<file path="src/rtl/timer_pkg.sv">
package timer_pkg;
  localparam logic [15:0] CMD_A_START = 16'h4008;
  localparam logic [15:0] CMD_A_HALT  = 16'h4009;
  localparam logic [15:0] CMD_A_LOAD  = 16'h400A;
  localparam logic [15:0] CMD_GO      = 16'h400B;
  localparam logic [15:0] CMD_B_START = 16'h400C;
  localparam logic [15:0] CMD_B_HALT  = 16'h400D;
  localparam logic [15:0] CMD_B_LOAD  = 16'h400E;
  localparam logic [15:0] CMD_A_READ  = 16'hC00A;
  localparam logic [15:0] CMD_B_READ  = 16'hC00E;

  typedef struct packed {
    logic start;
    logic halt;
    logic load;
  } chan_strb_t;

  typedef struct packed {
    chan_strb_t a;
    chan_strb_t b;
    logic       goTrig;
    logic       readA;
    logic       readB;
  } tmr_strb_t;
endpackage

</file>
<file path="src/rtl/timer_ctrl.sv">
module timer_ctrl
  import timer_pkg::*;
(
  input  logic        clk,
  input  logic        rstN,
  input  logic        cmdValid,
  input  logic [15:0] cmdCode,
  output tmr_strb_t   strb
);
  always_comb begin
    strb = '0;
    if (cmdValid) begin
      unique case (cmdCode)
        CMD_A_START: strb.a.start = 1'b1;
        CMD_A_HALT:  strb.a.halt  = 1'b1;
        CMD_A_LOAD:  strb.a.load  = 1'b1;
        CMD_B_START: strb.b.start = 1'b1;
        CMD_B_HALT:  strb.b.halt  = 1'b1;
        CMD_B_LOAD:  strb.b.load  = 1'b1;
        CMD_GO:      strb.goTrig  = 1'b1;
        CMD_A_READ:  strb.readA   = 1'b1;
        CMD_B_READ:  strb.readB   = 1'b1;
        default:     strb = '0;
      endcase
    end
  end

  // at most one action per command, none without the strobe
  a_r9_one_strobe: assert property (@(posedge clk) disable iff (!rstN)
    $onehot0(strb));
  a_r9_no_valid_idle: assert property (@(posedge clk) disable iff (!rstN)
    !cmdValid |-> (strb == '0));
endmodule

</file>
<file path="src/rtl/timer_chan.sv">
module timer_chan
  import timer_pkg::*;
#(
  parameter int PRE = 10,
  parameter int W   = 16
) (
  input  logic         clk,
  input  logic         rstN,
  input  chan_strb_t   strb,
  input  logic [W-1:0] loadData,
  output logic [W-1:0] value,
  output logic         ovf
);
  localparam int PW = (PRE > 1) ? $clog2(PRE) : 1;
  localparam logic [PW-1:0] PRE_LAST = PW'(PRE - 1);

  logic          running;
  logic [PW-1:0] presc;
  logic          tick;

  assign tick = running && !strb.halt && !strb.load && (presc == PRE_LAST);

  always_ff @(posedge clk) begin
    if (!rstN) begin
      running <= 1'b0;
      presc   <= '0;
      value   <= '0;
      ovf     <= 1'b0;
    end else begin
      ovf <= tick && (value == {W{1'b1}});
      if (strb.load) begin
        value   <= loadData;
        presc   <= '0;
        running <= 1'b1;
      end else begin
        if (strb.start) running <= 1'b1;
        if (strb.halt)  running <= 1'b0;
        if (running && !strb.halt) begin
          if (tick) begin
            presc <= '0;
            value <= value + 1'b1;
          end else begin
            presc <= presc + 1'b1;
          end
        end
      end
    end
  end

  // a halted timer without a load holds its value
  a_r3_halt_hold: assert property (@(posedge clk) disable iff (!rstN)
    (!running && !strb.load) |=> $stable(value));
  // load lands in the next cycle
  a_r4_load_value: assert property (@(posedge clk) disable iff (!rstN)
    strb.load |=> (value == $past(loadData)));
  // overflow pulse coincides with zero and lasts one cycle
  a_r5_ovf_zero: assert property (@(posedge clk) disable iff (!rstN)
    ovf |-> (value == '0));
  a_r5_ovf_single: assert property (@(posedge clk) disable iff (!rstN)
    ovf |=> !ovf);
  // prescaler stays within its tick period
  a_r2_presc_range: assert property (@(posedge clk) disable iff (!rstN)
    presc <= PRE_LAST);
endmodule

</file>
<file path="src/rtl/timer_dp.sv">
module timer_dp
  import timer_pkg::*;
#(
  parameter int PRE_A   = 1250,
  parameter int PRE_B   = 12500,
  parameter int GO_HOLD = 125000,
  parameter int W       = 16
) (
  input  logic         clk,
  input  logic         rstN,
  input  tmr_strb_t    strb,
  input  logic [W-1:0] cmdData,
  output logic [W-1:0] rdData,
  output logic [W-1:0] timerA,
  output logic [W-1:0] timerB,
  output logic         ovfA,
  output logic         ovfB,
  output logic         goOut
);
  localparam int GW = $clog2(GO_HOLD + 1);
  localparam int NCH = 2;

  logic [NCH-1:0][W-1:0] vals;
  logic [NCH-1:0]        ovfs;
  chan_strb_t [NCH-1:0]  chStrb;

  assign chStrb[0] = strb.a;
  assign chStrb[1] = strb.b;

  for (genvar i = 0; i < NCH; i++) begin : g_chan
    timer_chan #(.PRE((i == 0) ? PRE_A : PRE_B), .W(W)) u_chan (
      .clk      (clk),
      .rstN     (rstN),
      .strb     (chStrb[i]),
      .loadData (cmdData),
      .value    (vals[i]),
      .ovf      (ovfs[i])
    );
  end

  assign timerA = vals[0];
  assign timerB = vals[1];
  assign ovfA   = ovfs[0];
  assign ovfB   = ovfs[1];

  always_comb begin
    rdData = '0;
    if (strb.readA)      rdData = vals[0];
    else if (strb.readB) rdData = vals[1];
  end

  logic [GW-1:0] goCnt;
  always_ff @(posedge clk) begin
    if (!rstN)            goCnt <= '0;
    else if (strb.goTrig) goCnt <= GW'(GO_HOLD);
    else if (goCnt != '0) goCnt <= goCnt - 1'b1;
  end
  assign goOut = (goCnt != '0);

  // a trigger raises the output; it only falls without a trigger
  a_r8_go_rise: assert property (@(posedge clk) disable iff (!rstN)
    strb.goTrig |=> goOut);
  a_r8_go_fall: assert property (@(posedge clk) disable iff (!rstN)
    $fell(goOut) |-> !$past(strb.goTrig));
endmodule

</file>
<file path="src/rtl/dual_interval_timer.sv">
module dual_interval_timer
  import timer_pkg::*;
#(
  parameter int CLK_HZ     = 125_000_000,
  parameter int GO_HOLD_US = 1000
) (
  input  logic        clk,
  input  logic        rstN,
  input  logic        cmdValid,
  input  logic [15:0] cmdCode,
  input  logic [15:0] cmdData,
  output logic [15:0] rdData,
  output logic [15:0] timerA,
  output logic [15:0] timerB,
  output logic        ovfA,
  output logic        ovfB,
  output logic        goOut
);
  localparam int PRE_A   = CLK_HZ / 100_000;
  localparam int PRE_B   = CLK_HZ / 10_000;
  localparam int GO_HOLD = (CLK_HZ / 1_000_000) * GO_HOLD_US;

  tmr_strb_t strb;

  timer_ctrl u_ctrl (
    .clk      (clk),
    .rstN     (rstN),
    .cmdValid (cmdValid),
    .cmdCode  (cmdCode),
    .strb     (strb)
  );

  timer_dp #(.PRE_A(PRE_A), .PRE_B(PRE_B), .GO_HOLD(GO_HOLD), .W(16)) u_dp (
    .clk     (clk),
    .rstN    (rstN),
    .strb    (strb),
    .cmdData (cmdData),
    .rdData  (rdData),
    .timerA  (timerA),
    .timerB  (timerB),
    .ovfA    (ovfA),
    .ovfB    (ovfB),
    .goOut   (goOut)
  );
endmodule

</file>
<file path="config.mk">
export PLATFORM = sky130hd
export DESIGN_NAME = dual_interval_timer
export DESIGN_NICKNAME = d
export VERILOG_FILES = /design/src/rtl/timer_pkg.sv /design/src/rtl/timer_ctrl.sv /design/src/rtl/timer_chan.sv /design/src/rtl/timer_dp.sv /design/src/rtl/dual_interval_timer.sv
export SDC_FILE = /design/constraint.sdc
export NUM_CORES = 1
export LEC_CHECK = 0
export CAP_MARGIN = 20
export CELL_PAD_IN_SITES_DETAIL_PLACEMENT = 0
export CELL_PAD_IN_SITES_GLOBAL_PLACEMENT = 1
export CORE_MARGIN = 2
export CORE_UTILIZATION = 38
export CTS_BUF_LIST = sky130_fd_sc_hd__clkbuf_16
export DETAILED_ROUTE_END_ITERATION = 12
export DONT_BUFFER_PORTS = 1
export HOLD_SLACK_MARGIN = 0.1
export MAX_ROUTING_LAYER = met4
export PLACE_DENSITY = 0.68
export SYNTH_ARGS = -nofsm -noshare
export SYNTH_HDL_FRONTEND = slang
export SYNTH_HIERARCHICAL = 1
export SYNTH_SLANG_ARGS = --single-unit
export TNS_END_PERCENT = 30
</file>
<file path="constraint.sdc">
create_clock -name clk -period 3.7 [get_ports clk]
set_input_delay 0.74 -clock clk [delete_from_list [all_inputs] [get_ports clk]]
set_output_delay 0.74 -clock clk [all_outputs]
set_load 0.02 [all_outputs]
</file>
==> impl_metrics.ini <==
[sta]
skew_ns = 0.006244
tns_ns = 0
fin_crit_sh_pct = 80.66
maxSlewViolCount = 0
hold_violations = 0
setup_viol = 0
tightestPinTransition_ns = 0.8506
slew_headroom_pct = 42.77
max_freq_ghz = 0.3351
rsz0062_at_grt = false
period_minus_slack_ns = 2.985

[drt]
drtIter0Drc = 241
wl_per_cell_um = 18.82
viasPerCell = 6.115
dr.pass1.iters = 5
antenna_left = 0
num_vias = 4109
post-route-drc-count = 0
drt_wl_total_mm = 12.64

[grt]
grt_overflow = 0
grt_pass1_vias = 3801
grt_pass1_wl_mm = 20.54
grt_max_degree = 45
antenna_found_initial = 0
grt_usage_pct = 21.17

[finish]
nets = 566
antenna_cells = 0
drive_gt1_share_pct = 8.696
final_area_um2 = 4865
area_growth_pct = 10.49

[synth]
async_flop_share_pct = 0
synth.most_common_cell = dfxtp_1
ys_ff_latch = 78
synthFlopType = dfxtp_1
syn_nets = 567
syn-mean-instance-area_um2 = 8.371
synthTopCellsByArea = dfxtp_1 (35%), o21ai_0 (4.3%), nor2_1 (4.2%), nand2_1 (3.4%), a22o_1 (3.0%)
ys_warn_count = 6
yosysTopAreaCell = dfxtp_1
yosysSeqAreaShare_pct = 35.46
synth_area_um2 = 4403
synth_edf_count = 0
ys_types = 62
synthCells = 526
yosys-top-cells-count = dfxtp_1 (78), nor2_1 (49), nand2_1 (40)
synth_top_area_share_pct = 35.46

[floorplanning]
start_util_pct = 38.73
coreArea_um2 = 11370
dieArea_um2 = 12460
die_h_um = 111.6
ioPinCount = 86
placementRows = 39
die_w_um = 111.6

[pwr]
irDropWorstVdd_v = 0.0004005
p_leak_nw = 1.587
p_per_area_nw_per_um2 = 522.8

[clock_network]
cts.sinks = 78
root_buffer = clkbuf_16
post_cts_resized = 0
path_clk_slew_ns = 0.06
cts_buffer_depth = 2
htreeDepth = 3
insertion_delay_ns = 0.34
cts_setup_buffers = 0
tritoncts = built
hold_buffers = 0
cts_buffers = 9

[critical_path]
cp.arrival_ns = 2.24
crit_fanout = 18
endpoint_kind = output pin
worstPathRequired_ns = 2.96
critPathKind = primary input to output pin
cp-start-kind = primary input

[placement]
routabilityCongestion = 0.8026
hpwlAfterDp_mm = 9.216
io_buffers = 0
placed_area_um2 = 4562

[flow_run]
cap_violations = 0

[status]
outcome = finished clean

[min_path]
worst_hold_path_type = register to register
==> registers in the layout, summed over array words and instances, names as in the netlist <==
| name | cells |
|---|---|
| u_dp/g_chan.u_chan/value | 32 |
| u_dp/g_chan.u_chan/presc | 25 |
| u_dp/g_chan.u_chan/ovf | 2 |
| u_dp/g_chan.u_chan/running | 2 |
| u_dp/goCnt | 17 |
==> layout make-up <==
type | count | area [um2]
clock buffers | 9 | 225.2
repair buffers | 9 | 67.56
well taps | 143 | 178.9
multi-input cells | 413 | 2701
clock inverters | 6 | 77.57
inverters | 14 | 52.55
flip-flops and latches | 78 | 1562
fillers | 1138 | 6505
==> final timing paths <==
path | start | to | slack (ns) | cells past startpoint
worst max register to register | u_dp/goCnt[3]$_SDFFE_PN0P_ | u_dp/goCnt[15]$_SDFFE_PN0P_ | 1.42 | 4
worst max-delay path | cmdCode[5] | rdData[13] | 0.72 | 7
worst min-delay path | u_dp/goCnt[7]$_SDFFE_PP0P_ | u_dp/goCnt[7]$_SDFFE_PP0P_ | 0.49 | 2
worst min register to register | u_dp/goCnt[7]$_SDFFE_PP0P_ | u_dp/goCnt[7]$_SDFFE_PP0P_ | 0.49 | 2
==> cells by family after synthesis <==
family	share of synthesized area, %
muxes	0.9094
adders and majority gates	1.705
AOI/OAI and AO/OA	19.64
and+or+nand+nor	33.93
buffers and inverters	3.183
xor gates and xnor gates	5.172
DFF	35.46
==> power breakdown <==
part	internal (W)	switching [W]	leakage, nW
clock network	0.000580	0.000339	0.150
logic	0.000269	0.000339	0.806
registers	0.000918	0.0000987	0.630
==> critical path, stage by stage <==
cell	delay, ns
nor4_4	0.29
nand4_1	0.21
nor3b_2	0.19
buf_4	0.24
nor2b_1	0.07
buf_4	0.19
a22o_1	0.30
==> cells in the final DEF (no fill, tap or decap), drive strengths merged, types with 6 or more instances in the layout <==
cell type,Yosys,final
dfxtp,78,78
nor2,49,49
nand2,40,40
o21ai,38,38
nand4,22,22
nand3,19,19
nor3,18,18
or4,18,18
a21oi,17,17
a31oi,17,17
nor4,16,16
a22o,15,15
xnor2,15,15
inv,13,13
o31ai,12,12
xor2,11,11
or3,10,10
clkbuf,19,9
buf,2,9
and4,9,9
nor2b,8,8
a311oi,7,7
o31a,6,6
ha,6,6
==> through the flow <==
step	std cells	total power, W	hold slack, ns	setup slack, ns	utilization, %
3_5_place_dp	657	0.001635	0.4832	0.7278	40.12
5_1_grt	672	0.002708	0.5105	0.6176	42.79
6_report	672	0.002543	0.4907	0.7154	42.79
4_1_cts	672	0.002570	0.4953	0.7301	42.79
3_3_place_gp	657	0.001610	0.4546	0.7680	40.12
2_1_floorplan	526	0.001494	0.4434	0.7209	-
==> routing by layer <==
metal	track usage, %	part of all wire (%)
met5	-	0
met4	9.300	2.5
met3	5.553	6.8
met1	27.39	46
met2	31.15	45
Power figures use the tool's default switching activity.
